$ cat src/rtl/dih_pkg.sv
package dih_pkg;
  localparam int NSLOT = 2;
  localparam int NSRC  = 2;
  typedef enum logic {PIPE_INT = 1'b0, PIPE_FP = 1'b1} pipe_e;
endpackage

$ cat src/rtl/dih_src_cmp.sv
module dih_src_cmp #(
  parameter int REG_W = 5
) (
  input  logic [REG_W-1:0] src,
  input  logic [REG_W-1:0] dst,
  input  logic             dst_live,
  output logic             hit
);
  function automatic logic reg_match(input logic [REG_W-1:0] s,
                                     input logic [REG_W-1:0] d,
                                     input logic live);
    return live && (d != '0) && (s == d);
  endfunction

  assign hit = reg_match(src, dst, dst_live);
endmodule

$ cat src/rtl/dih_load_use.sv
module dih_load_use
  import dih_pkg::*;
#(
  parameter int REG_W = 5,
  localparam int VW = NSLOT * REG_W
) (
  input  logic [VW-1:0]    dec_rs1,
  input  logic [VW-1:0]    dec_rs2,
  input  logic [NSLOT-1:0] dx_valid,
  input  logic [NSLOT-1:0] dx_load,
  input  logic [VW-1:0]    dx_rd,
  input  logic [NSLOT-1:0] dx_rd_we,
  output logic [NSLOT-1:0] ld_hit
);
  logic [NSLOT-1:0] ld_live;
  assign ld_live = dx_valid & dx_load & dx_rd_we;

  for (genvar d = 0; d < NSLOT; d++) begin : g_dec
    logic [NSRC*NSLOT-1:0] hits;
    for (genvar s = 0; s < NSRC; s++) begin : g_src
      logic [REG_W-1:0] src;
      assign src = (s == 0) ? dec_rs1[d*REG_W +: REG_W] : dec_rs2[d*REG_W +: REG_W];
      for (genvar x = 0; x < NSLOT; x++) begin : g_dx
        dih_src_cmp #(.REG_W(REG_W)) u_cmp (
          .src     (src),
          .dst     (dx_rd[x*REG_W +: REG_W]),
          .dst_live(ld_live[x]),
          .hit     (hits[s*NSLOT + x])
        );
      end
    end
    assign ld_hit[d] = |hits;
  end
endmodule

$ cat src/rtl/dih_pair_check.sv
module dih_pair_check
  import dih_pkg::*;
#(
  parameter int REG_W = 5
) (
  input  logic [REG_W-1:0] young_rs1,
  input  logic [REG_W-1:0] young_rs2,
  input  logic [REG_W-1:0] old_rd,
  input  logic             old_rd_we,
  input  pipe_e            old_pipe,
  input  pipe_e            young_pipe,
  output logic             pair_dep,
  output logic             cls_clash
);
  logic dep_a, dep_b;

  dih_src_cmp #(.REG_W(REG_W)) u_dep_a (
    .src(young_rs1), .dst(old_rd), .dst_live(old_rd_we), .hit(dep_a)
  );
  dih_src_cmp #(.REG_W(REG_W)) u_dep_b (
    .src(young_rs2), .dst(old_rd), .dst_live(old_rd_we), .hit(dep_b)
  );

  assign pair_dep  = dep_a | dep_b;
  assign cls_clash = (old_pipe == young_pipe);
endmodule

$ cat src/rtl/dih_issue_arb.sv
module dih_issue_arb
  import dih_pkg::*;
(
  input  logic [NSLOT-1:0] dec_valid,
  input  logic [NSLOT-1:0] ld_hit,
  input  logic             pair_dep,
  input  logic             cls_clash,
  output logic [NSLOT-1:0] issue,
  output logic             hold,
  output logic             split,
  output logic [NSLOT-1:0] bubble
);
  logic young_block;

  always_comb begin
    issue[0]    = dec_valid[0] & ~ld_hit[0];
    young_block = ~issue[0] | ld_hit[1] | pair_dep | cls_clash;
    issue[1]    = dec_valid[1] & ~young_block;
  end

  assign hold   = |(dec_valid & ~issue);
  assign split  = issue[0] & dec_valid[1] & ~issue[1];
  assign bubble = ~issue;
endmodule

$ cat src/rtl/dual_issue_ctl.sv
module dual_issue_ctl
  import dih_pkg::*;
#(
  parameter int REG_W = 5,
  localparam int VW = NSLOT * REG_W
) (
  input  logic [NSLOT-1:0] dec_valid,
  input  logic [NSLOT-1:0] dec_fp,
  input  logic [VW-1:0]    dec_rs1,
  input  logic [VW-1:0]    dec_rs2,
  input  logic [VW-1:0]    dec_rd,
  input  logic [NSLOT-1:0] dec_rd_we,
  input  logic [NSLOT-1:0] dx_valid,
  input  logic [NSLOT-1:0] dx_load,
  input  logic [VW-1:0]    dx_rd,
  input  logic [NSLOT-1:0] dx_rd_we,
  output logic [NSLOT-1:0] issue,
  output logic             hold,
  output logic             split,
  output logic [NSLOT-1:0] bubble
);
  logic [NSLOT-1:0] ld_hit;
  logic             pair_dep;
  logic             cls_clash;

  dih_load_use #(.REG_W(REG_W)) u_load_use (
    .dec_rs1 (dec_rs1),
    .dec_rs2 (dec_rs2),
    .dx_valid(dx_valid),
    .dx_load (dx_load),
    .dx_rd   (dx_rd),
    .dx_rd_we(dx_rd_we),
    .ld_hit  (ld_hit)
  );

  dih_pair_check #(.REG_W(REG_W)) u_pair (
    .young_rs1 (dec_rs1[REG_W +: REG_W]),
    .young_rs2 (dec_rs2[REG_W +: REG_W]),
    .old_rd    (dec_rd[0 +: REG_W]),
    .old_rd_we (dec_rd_we[0]),
    .old_pipe  (pipe_e'(dec_fp[0])),
    .young_pipe(pipe_e'(dec_fp[1])),
    .pair_dep  (pair_dep),
    .cls_clash (cls_clash)
  );

  dih_issue_arb u_arb (
    .dec_valid(dec_valid),
    .ld_hit   (ld_hit),
    .pair_dep (pair_dep),
    .cls_clash(cls_clash),
    .issue    (issue),
    .hold     (hold),
    .split    (split),
    .bubble   (bubble)
  );
endmodule

$ cat config.mk
export PLATFORM = sky130hd
export DESIGN_NAME = dual_issue_ctl
export DESIGN_NICKNAME = d
export VERILOG_FILES = /design/src/rtl/dih_pkg.sv /design/src/rtl/dih_src_cmp.sv /design/src/rtl/dih_load_use.sv /design/src/rtl/dih_pair_check.sv /design/src/rtl/dih_issue_arb.sv /design/src/rtl/dual_issue_ctl.sv
export SDC_FILE = /design/constraint.sdc
export NUM_CORES = 1
export LEC_CHECK = 0
export ABC_AREA = 1
export BUFFER_PORTS_ARGS = -buffer_cell sky130_fd_sc_hd__buf_2
export CELL_PAD_IN_SITES_DETAIL_PLACEMENT = 0
export CELL_PAD_IN_SITES_GLOBAL_PLACEMENT = 1
export CORE_MARGIN = 2
export CORE_UTILIZATION = 29
export DETAILED_ROUTE_END_ITERATION = 8
export GPL_ROUTABILITY_DRIVEN = 0
export PLACE_DENSITY = 0.95
export SLEW_MARGIN = 20
export SYNTH_ARGS = -nofsm -noshare
export SYNTH_HDL_FRONTEND = slang
export SYNTH_SLANG_ARGS = --single-unit
$ cat constraint.sdc
create_clock -name vclk -period 2.1
set_input_delay 0.105 -clock vclk [all_inputs]
set_output_delay 0.105 -clock vclk [all_outputs]
set_load 0.02 [all_outputs]
# Word-level counts from Yosys, hierarchy flattened
# Index checks and enable logic that the tools add are counted.
[totals] word_cells=46 ff_bits=0 output_inout_bits=6 inputBits=52
[classes] n_reduce_logical=19 n_eq_ne=11 bitwise=16
[op_table] op="equality test 5 bit" count=10
[op_table] op="nonzero test 5 bit" count=3
[op_table] op="logical AND 1 bit" count=13
[op_table] op="OR reduction 4 bit" count=2
[op_table] op="AND 2 bit" count=3
[op_table] op="AND 1 bit" count=4
[op_table] op="NOT 1 bit" count=4
[op_table] op="OR 1 bit" count=4
[op_table] op="NOT 2 bit" count=1
[op_table] op="OR reduction 2 bit" count=1
[op_table] op="equality test 1 bit" count=1

# Depth between registers and ports, before layout
# Gate-level depths: netlist of the first run.
[logic_depth] word_depth=16 depth_mapped=13

# Modules after synthesis
# From an unflattened synthesis of the first run, not the netlist that was laid out.
[unflattened] hier_cells=322 area_unflattened_um2=1360.1
[by_module_without_submodules] mod="dih_src_cmp" instances=10 area_per_inst_um2=121.4 cells_per_inst=29 seq_area_each_um2=0.0
[by_module_without_submodules] mod="dih_issue_arb" instances=1 area_per_inst_um2=71.3 cells_per_inst=14 seq_area_each_um2=0.0
[by_module_without_submodules] mod="dih_load_use" instances=1 area_per_inst_um2=50.0 cells_per_inst=12 seq_area_each_um2=0.0
[by_module_without_submodules] mod="dih_pair_check" instances=1 area_per_inst_um2=25.0 cells_per_inst=6 seq_area_each_um2=0.0

# Worst setup path after synthesis of the first run
# OpenSTA, ideal clock, no wires.
[synth_path] kind="input to output" startpoint="in dx_rd[9]" endpoint="out split" n_path_buf=1 required_ns=1.995 path_slack_ns=0.626 arrival_ns=1.369 path_stages=8 path_cell_list="buf_2 nor2_1 nand4_1 nand4_1 inv_1 nand2_2 nand3_1 nor3_1"
[synth_via] elab_chain_len=14
[synth_rtl] element="start: declaration" line_no="dual_issue_ctl.sv:15" source="input logic [VW-1:0] dx_rd,"
[synth_rtl] element="nonzero test 5 bit" line_no="dih_src_cmp.sv:12" source="return live && (d != '0) && (s == d);"
[synth_rtl] element="logical AND 1 bit (2 in series)" line_no="dih_src_cmp.sv:12"
[synth_rtl] element="OR reduction 4 bit" line_no="dih_load_use.sv:32" source="assign ld_hit[d] = |hits;"
[synth_rtl] element="NOT 1 bit" line_no="dih_issue_arb.sv:16" source="issue[0] = dec_valid[0] & ~ld_hit[0];"
[synth_rtl] element="AND 1 bit" line_no="dih_issue_arb.sv:16"
[synth_rtl] element="NOT 1 bit" line_no="dih_issue_arb.sv:17" source="young_block = ~issue[0] | ld_hit[1] | pair_dep | cls_clash;"
[synth_rtl] element="OR 1 bit (3 in series)" line_no="dih_issue_arb.sv:17"
[synth_rtl] element="NOT 1 bit" line_no="dih_issue_arb.sv:18" source="issue[1] = dec_valid[1] & ~young_block;"
[synth_rtl] element="AND 1 bit" line_no="dih_issue_arb.sv:18"
[synth_rtl] element="NOT 1 bit" line_no="dih_issue_arb.sv:22" source="assign split = issue[0] & dec_valid[1] & ~issue[1];"
[synth_rtl] element="AND 1 bit *" line_no="dih_issue_arb.sv:22"
[synth_rtl] element="end: declaration" line_no="dual_issue_ctl.sv:19" source="output logic split,"
# Every way passes the cells marked *; elsewhere a longest branch is shown, timed or not.

# Worst setup path in the final report of the first run
[layout_path] startpoint="in dx_rd[0]" endpoint="out issue[1]"
[layout_via] elab_chain_len=12
[layout_rtl] element="nonzero test 5 bit" line_no="dih_src_cmp.sv:12"
[layout_rtl] element="logical AND 1 bit (2 in series)" line_no="dih_src_cmp.sv:12"
[layout_rtl] element="OR reduction 4 bit" line_no="dih_load_use.sv:32"
[layout_rtl] element="NOT 1 bit" line_no="dih_issue_arb.sv:16"
[layout_rtl] element="AND 1 bit" line_no="dih_issue_arb.sv:16"
[layout_rtl] element="NOT 1 bit" line_no="dih_issue_arb.sv:17"
[layout_rtl] element="OR 1 bit * (3 in series)" line_no="dih_issue_arb.sv:17"
[layout_rtl] element="NOT 1 bit *" line_no="dih_issue_arb.sv:18"
[layout_rtl] element="AND 1 bit *" line_no="dih_issue_arb.sv:18"
[layout_rtl] element="end: declaration" line_no="dual_issue_ctl.sv:17" source="output logic [NSLOT-1:0] issue,"
# Marks and branches as above.

==> flow_metrics.env, run 1 <==
export IMPL_seq_area_sq_um=0
export IMPL_remaining_drc_errors=0
export IMPL_max_stage_delay_ns=0.18
export IMPL_synthCells=224
export IMPL_dr_pass1_iters=4
export IMPL_synth_commonest_cells="nand2_1, inv_1, nor2_1, nand3_1, xnor2_1"
export IMPL_seq_cells=0
export IMPL_synth_cell_type_count=15
export IMPL_seq_power_share=0
export IMPL_synth_area_leaders="nand2_1, inv_1, xnor2_1"
export IMPL_cts_hold_buf=0
export IMPL_gr_total_overflow=0
export IMPL_postCtsSetupRepairBufs=0
export IMPL_ys_warn_count=0
export IMPL_synth_top_area_share=0.476
export IMPL_n_clock_buffer=0
export IMPL_multi_input_area_sq_um=818
export IMPL_hold_viol=0
export IMPL_fmax_mhz=719
export IMPL_grt_max_degree=7
export IMPL_grt_usage=0.143
export IMPL_ys_seq_area_frac=0
export IMPL_vias_per_cell=4.12
export IMPL_place_inst=320
export IMPL_fp_dieW_um=61.9
export IMPL_syn_nets=276
export IMPL_rsz0062_at_grt="no"
export IMPL_worst_setup_path_type="input pin to primary output"
export IMPL_final_cells=320
export IMPL_status="finished, final reports clean"
export IMPL_crit_fanout=5
export IMPL_arrival_ns=1.29
export IMPL_p_int_w=0.000101
export IMPL_sw_frac_of_total=0.589
export IMPL_nFillCells=391
export IMPL_critPathTopFamily="simple AND/OR/NAND/NOR gates"
export IMPL_diodes=0
export IMPL_die_y_um=61.9
export IMPL_setup_viol=0
export IMPL_synth_largest_area_cell="nand2_1"
export IMPL_pwr_share_comb=1.000
export IMPL_maxSlewHeadroom=0.889
export IMPL_worstPathCellList="buf_2 -> inv_1 -> nand2_1 -> nand2_1 -> nor2_1 -> nand3_1 -> nand2_1 -> nand2_1 -> nand2_1 -> nor2_4 -> nand2_2 -> nor2_2 -> buf_2"
export IMPL_slew_violations=0
export IMPL_power_switching_w=0.000145
export IMPL_rows=21
export IMPL_vias=1318
export IMPL_path_common_cell="nand2_1"
export IMPL_cpMaxStageDelayCell="buf_2"
export IMPL_hold_class="input pin to primary output"
export IMPL_worst_pin_slew_ns=0.167
export IMPL_path_buf_inv=3
export IMPL_min_period_ns=1.39
export IMPL_netlist_area_sq_um=971
export IMPL_initial_core_util=0.296
export IMPL_clockPowerShare=0
export IMPL_required_ns=2.00
export IMPL_cp_end_kind="primary output"
export IMPL_port_buffers=52
export IMPL_power_density_mw_per_mm2=192
export IMPL_period_share=0.662
export IMPL_drv_cap=0
export IMPL_first_iter_violations=92
export IMPL_core_area_sq_mm=0.00328
export IMPL_syn2layout_area_growth_pct=31.7
export IMPL_syn_area_per_cell_sq_um=4.33
export IMPL_final_nets=328
export IMPL_drive_gt1_frac=0.226
export IMPL_grt_pass1_vias=1077
export IMPL_grt_pass1_wl_mm=4.33
export IMPL_drt_total_wl_mm=2.78
export IMPL_ir_drop_mv=0.0676
export IMPL_cts_resized=0
export IMPL_antenna_left=0
export IMPL_setup_worst_path_start_class="input pin"
export IMPL_antenna_found_initial=0
export IMPL_fin_tns_setup_ns=0
export IMPL_dieArea_sq_mm=0.00383
export IMPL_p_leak_nw=0.902
export IMPL_wl_per_cell_um=8.68
export IMPL_ios=58
export IMPL_hpwl_mm=2.48
export IMPL_synthMostInstantiatedCell="nand2_1"
[power by group through the flow]
stage	sequential, W	clock, W	combinational (W)
after floorplan	0	0	0.000149
after global placement	0	0	0.000244
after detailed placement	0	0	0.000246
after CTS	0	0	0.000247
after global routing	0	0	0.000281
final	0	0	0.000245
[logic make-up (layout without fill, tap and decap cells)]
logic type / after synthesis / count (layout) / share of synthesized area
compound gates: 2 / 2 / 0.0103
xor+xnor: 14 / 14 / 0.126
buf+inv: 40 / 90 / 0.157
simple gates: 168 / 168 / 0.706
[layout by cell type (no fill, tap or decap), types with 2 or more instances in the layout]
| cell type | Yosys | final |
|---|---|---|
| nand2_1 | 123 | 123 |
| buf_2 | 2 | 52 |
| inv_1 | 35 | 35 |
| nor2_1 | 21 | 21 |
| nand3_1 | 11 | 11 |
| xnor2_1 | 10 | 10 |
| nand4_1 | 5 | 5 |
| xor2_1 | 4 | 4 |
| nand2_2 | 4 | 4 |
| inv_2 | 3 | 3 |
| nor2_4 | 2 | 2 |
[through the flow]
stage / hold WS (ns) / setup slack (ns) / area (sq um) / util / total power [W]
after global placement: 0.538 / 0.698 / 1280 / 0.389 / 0.000244
after detailed placement: 0.545 / 0.712 / 1280 / 0.389 / 0.000246
final: 0.540 / 0.710 / 1280 / 0.389 / 0.000245
after CTS: 0.545 / 0.703 / 1280 / 0.389 / 0.000247
after floorplan: 0.342 / 0.626 / 971 / - / 0.000149
after global routing: 0.582 / 0.548 / 1280 / 0.389 / 0.000281
[final cells by class]
class	count	share of cell area
repair buffers	52	0.204
multi-input cells	184	0.640
inverters	38	0.112
well taps	46	0.0450
[layer usage]
metal,vias to the layer above,GRT usage,share of wire,wire length (um)
met5,-,0,0,0
met4,0,0,0,0
met3,0,0,0.048,134
met2,31,0.262,0.47,1300
met1,531,0.202,0.48,1340
li1,756,-,-,-
[path summary, 6_finish.rpt]
path                      from  endpoint  slack, ns  cells after the start
setup / recovery      dx_rd[0]  issue[1]       0.71                     13
hold / removal    dec_valid[1]      hold       0.54                      4
No activity file was read; power rests on OpenSTA's default activity.
==> run 2, diff against run 1 <==
--- a/config.mk
+++ b/config.mk
@@ -10,10 +10,10 @@
 export CELL_PAD_IN_SITES_DETAIL_PLACEMENT = 0
 export CELL_PAD_IN_SITES_GLOBAL_PLACEMENT = 1
 export CORE_MARGIN = 2
-export CORE_UTILIZATION = 29
+export CORE_UTILIZATION = 27
 export DETAILED_ROUTE_END_ITERATION = 8
 export GPL_ROUTABILITY_DRIVEN = 0
-export PLACE_DENSITY = 0.95
+export PLACE_DENSITY = 0.92
 export SLEW_MARGIN = 20
 export SYNTH_ARGS = -nofsm -noshare
 export SYNTH_HDL_FRONTEND = slang
==> constraint.sdc (replaced) <==
create_clock -name vclk -period 1.3
set_input_delay 0.065 -clock vclk [all_inputs]
set_output_delay 0.065 -clock vclk [all_outputs]
set_load 0.02 [all_outputs]
==> flow_metrics.env, run 2 (synthesized netlist as in run 1, its figures left out) <==
export IMPL_hold_class="input pin to primary output"
export IMPL_clockPowerShare=0
export IMPL_remaining_drc_errors=0
export IMPL_p_leak_nw=0.963
export IMPL_arrival_ns=1.19
export IMPL_place_ws_ns=-0.0166
export IMPL_path_common_cell="nand2_2"
export IMPL_fin_ws_ns=0.0449
export IMPL_initial_core_util=0.286
export IMPL_fp_dieW_um=64.0
export IMPL_vias=1385
export IMPL_drt_total_wl_mm=3.16
export IMPL_core_area_sq_mm=0.00339
export IMPL_drv_cap=0
export IMPL_power_switching_w=0.000279
export IMPL_crit_fanout=3
export IMPL_cts_hold_buf=0
export IMPL_setup_worst_path_start_class="input pin"
export IMPL_power_density_mw_per_mm2=327
export IMPL_antenna_found_initial=0
export IMPL_max_stage_delay_ns=0.13
export IMPL_die_y_um=64.0
export IMPL_syn2layout_area_growth_pct=58.8
export IMPL_cpMaxStageDelayCell="buf_4"
export IMPL_final_nets=335
export IMPL_port_buffers=52
export IMPL_gr_total_overflow=0
export IMPL_seq_power_share=0
export IMPL_dr_pass1_iters=4
export IMPL_dieArea_sq_mm=0.00409
export IMPL_seq_cells=0
export IMPL_worst_pin_slew_ns=0.183
export IMPL_antenna_left=0
export IMPL_cp_end_kind="primary output"
export IMPL_ir_drop_mv=0.128
export IMPL_grt_pass1_vias=1268
export IMPL_period_share=0.965
export IMPL_rows=21
export IMPL_required_ns=1.24
export IMPL_status="finished, final reports clean"
export IMPL_final_cell_mix="nand2_1, buf_2, nand2_2, inv_1, buf_6"
export IMPL_postCtsSetupRepairBufs=0
export IMPL_n_clock_buffer=0
export IMPL_rsz0062_at_grt="yes"
export IMPL_p_int_w=0.000226
export IMPL_hold_viol=0
export IMPL_nFillCells=379
export IMPL_worst_setup_path_type="input pin to primary output"
export IMPL_ios=58
export IMPL_fmax_mhz=797
export IMPL_hpwl_mm=2.60
export IMPL_first_iter_violations=58
export IMPL_hold_ws_ns=0.444
export IMPL_wl_per_cell_um=9.67
export IMPL_slew_violations=0
export IMPL_diodes=0
export IMPL_sw_frac_of_total=0.553
export IMPL_grt_pass1_wl_mm=5.01
export IMPL_worstPathCellList="buf_4 -> buf_6 -> nand2_2 -> nand2_2 -> nor2_2 -> nand3_1 -> nand2_1 -> nand2_2 -> nand2_2 -> nor2_4 -> nand2_2 -> nand2_1 -> nand2_1 -> buf_6"
export IMPL_grt_usage=0.143
export IMPL_drive_gt1_frac=0.413
export IMPL_maxSlewHeadroom=0.877
export IMPL_p_total_w=0.000505
export IMPL_layout_commonest_cell="nand2_1"
export IMPL_setup_viol=0
export IMPL_pwr_share_comb=1.000
export IMPL_min_period_ns=1.26
export IMPL_vias_per_cell=4.24
export IMPL_seq_area_sq_um=0
export IMPL_grt_max_degree=7
## run 2: cell types whose count changed in the layout (fill, tap and decap cells not counted), sizes merged
cell,before,now
buf,52,59
## run 2: stage by stage
| stage | util | setup TNS [ns] | cell area [sq um] | std cells |
|---|---|---|---|---|
| 6_report | 0.455 | 0 | 1540 | 327 |
| 5_1_grt | 0.455 | -0.185 | 1540 | 327 |
| 4_1_cts | 0.394 | 0 | 1340 | 327 |
| 3_5_place_dp | 0.394 | -0.0300 | 1340 | 327 |
| 3_3_place_gp | 0.394 | 0 | 1340 | 327 |
| 2_1_floorplan | - | 0 | 976 | 224 |
## run 2: area by class of cell
cell class	count	area, sq um	share of cell area
multi-input cells	184	922	0.598
repair buffers	59	404	0.262
inverters	38	158	0.102
well taps	46	57.6	0.0373
## run 2: routing by layer
metal / up-vias / track usage / part of all wire
li1: 774 / - / -
met1: 580 / 0.198 / 0.48
met2: 31 / 0.258 / 0.47
met3: 0 / 0.00880 / 0.053
met4: 0 / 0 / 0
met5: - / 0 / 0
## run 2: power groups by stage
stage	Combinational, W	Clock (W)	Sequential (W)
after floorplan	0.000242	0	0
final	0.000505	0	0
after CTS	0.000420	0	0
after global placement	0.000414	0	0
after detailed placement	0.000417	0	0
after global routing	0.000564	0	0
## run 2: timing repair
item	in CTS	in global routing
cloned	0	0
endpoints found under the setup margin	3	4
gates resized for setup	3	86
pin swaps	0	42
## run 2: critical path: cells and delay by family
kind / cells / cell delay (ns)
buf+inv: 3 / 0.35
simple gates: 11 / 0.77
## run 2: path summary, 6_finish.rpt
| path | start | to | slack [ns] | cells past startpoint |
|---|---|---|---|---|
| worst max-delay path | dx_rd[7] | hold | 0.04 | 14 |
| worst min-delay path | dec_valid[1] | hold | 0.44 | 4 |
==> run 3, diff against run 2 <==
--- a/config.mk
+++ b/config.mk
@@ -10,10 +10,9 @@
 export CELL_PAD_IN_SITES_DETAIL_PLACEMENT = 0
 export CELL_PAD_IN_SITES_GLOBAL_PLACEMENT = 1
 export CORE_MARGIN = 2
-export CORE_UTILIZATION = 27
+export CORE_UTILIZATION = 24
 export DETAILED_ROUTE_END_ITERATION = 8
-export GPL_ROUTABILITY_DRIVEN = 0
-export PLACE_DENSITY = 0.92
+export PLACE_DENSITY = 0.87
 export SLEW_MARGIN = 20
 export SYNTH_ARGS = -nofsm -noshare
 export SYNTH_HDL_FRONTEND = slang
==> constraint.sdc (replaced) <==
create_clock -name vclk -period 1.1
set_input_delay 0.055 -clock vclk [all_inputs]
set_output_delay 0.055 -clock vclk [all_outputs]
set_load 0.02 [all_outputs]
==> flow_metrics.env, run 3 (synthesized netlist as in run 1, its figures left out) <==
export IMPL_grt_pass1_wl_mm=5.24
export IMPL_seq_area_sq_um=0
export IMPL_core_area_sq_mm=0.00394
export IMPL_dieArea_sq_mm=0.00457
export IMPL_power_density_mw_per_mm2=388
export IMPL_crit_fanout=3
export IMPL_maxSlewHeadroom=0.852
export IMPL_die_y_um=67.6
export IMPL_final_nets=336
export IMPL_place_inst=330
export IMPL_fmax_mhz=799
export IMPL_final_cell_mix="nand2_1, buf_2, buf_6, inv_1, nor2_1"
export IMPL_place_ws_ns=-0.239
export IMPL_vias_per_cell=4.24
export IMPL_vias=1409
export IMPL_gr_total_overflow=0
export IMPL_fp_dieW_um=67.6
export IMPL_gp_congestion=0.830
export IMPL_drv_cap=0
export IMPL_antenna_found_initial=0
export IMPL_rsz0062_at_grt="yes"
export IMPL_diodes=0
export IMPL_dr_pass1_iters=4
export IMPL_port_buffers=52
export IMPL_layout_commonest_cell="nand2_1"
export IMPL_ir_drop_mv=0.152
export IMPL_grt_max_degree=7
export IMPL_hpwl_mm=2.72
export IMPL_first_iter_violations=46
export IMPL_wl_per_cell_um=10.1
export IMPL_drt_total_wl_mm=3.37
export IMPL_violations="setup timing"
export IMPL_worst_setup_path_type="input pin to primary output"
export IMPL_seq_cells=0
export IMPL_antenna_left=0
export IMPL_fin_ws_ns=-0.152
export IMPL_slew_violations=0
export IMPL_required_ns=1.04
export IMPL_syn2layout_area_growth_pct=68.7
export IMPL_grt_usage=0.142
export IMPL_cpMaxStageDelayCell="nor2_1"
export IMPL_path_buf_inv=3
export IMPL_hold_class="input pin to primary output"
export IMPL_p_leak_nw=0.997
export IMPL_worst_pin_slew_ns=0.221
export IMPL_critPathTopFamily="simple AND/OR/NAND/NOR gates"
export IMPL_cp_end_kind="primary output"
export IMPL_max_stage_delay_ns=0.12
export IMPL_ios=58
export IMPL_setup_viol=5
export IMPL_grt_pass1_vias=1248
export IMPL_setup_worst_path_start_class="input pin"
export IMPL_min_period_ns=1.25
export IMPL_arrival_ns=1.20
export IMPL_final_cells=332
export IMPL_worstPathCellList="buf_8 -> buf_6 -> nand2_2 -> nand2_1 -> nor2_1 -> nand3_1 -> nand2_1 -> nand2_2 -> nand2_2 -> nor2_4 -> nand2_2 -> nand2_1 -> nand2_1 -> buf_6"
export IMPL_nFillCells=435
export IMPL_initial_core_util=0.246
export IMPL_cts_hold_buf=0
export IMPL_period_share=1.14
export IMPL_hold_viol=0
export IMPL_n_clock_buffer=0
export IMPL_status="finished, violations left"
export IMPL_rows=23
export IMPL_drive_gt1_frac=0.379
export IMPL_remaining_drc_errors=0
[run 3: layout make-up]
type	count	area, sq um	share of cell area
Multi-Input combinational cell	184	886	0.541
Timing Repair Buffer	60	512	0.312
Inverter	38	178	0.108
Tap cell	50	62.6	0.0382
[run 3: stage by stage]
stage	TNS (ns)	total power, W	instance area, sq um	util	hold slack (ns)
finish	-0.548	0.000636	1640	0.415	0.424
global route	-0.983	0.000704	1640	0.415	0.444
CTS	-0.369	0.000590	1540	0.391	0.417
detailed placement	-0.933	0.000505	1360	0.344	0.433
global placement	-0.954	0.000507	1360	0.344	0.436
floorplan	-0.0406	0.000299	1000	-	0.242
[run 3: repair_timing]
action                     4_1_cts  5_1_grt
setup endpoints to repair        6        6
resized for setup               71       34
pin swaps                       33       27
setup buffers                    1        1
[run 3: where the power goes]
part | internal [W] | total, W | switching [W]
registers | 0 | 0 | 0
clock network | 0 | 0 | 0
logic | 0.000303 | 0.000636 | 0.000333
[run 3: worst min-delay path: cells and delay by family]
kind,cells,cell delay [ns]
buffers and inverters,2,0.19
and+or+nand+nor,2,0.12
[run 3: final timing paths]
| check | from | to | slack, ns | depth (start not counted) |
|---|---|---|---|---|
| max | dx_rd[8] | hold | -0.15 | 14 |
| min | dec_valid[1] | hold | 0.42 | 4 |
[run 3: metal layers]
metal	routed length (um)	share of wire	up-vias	GRT usage
met5	0	0	-	0
met1	1570	0.47	592	0.202
met3	169	0.050	0	0.0117
met4	0	0	0	0.00510
met2	1630	0.48	34	0.243
li1	-	-	783	-
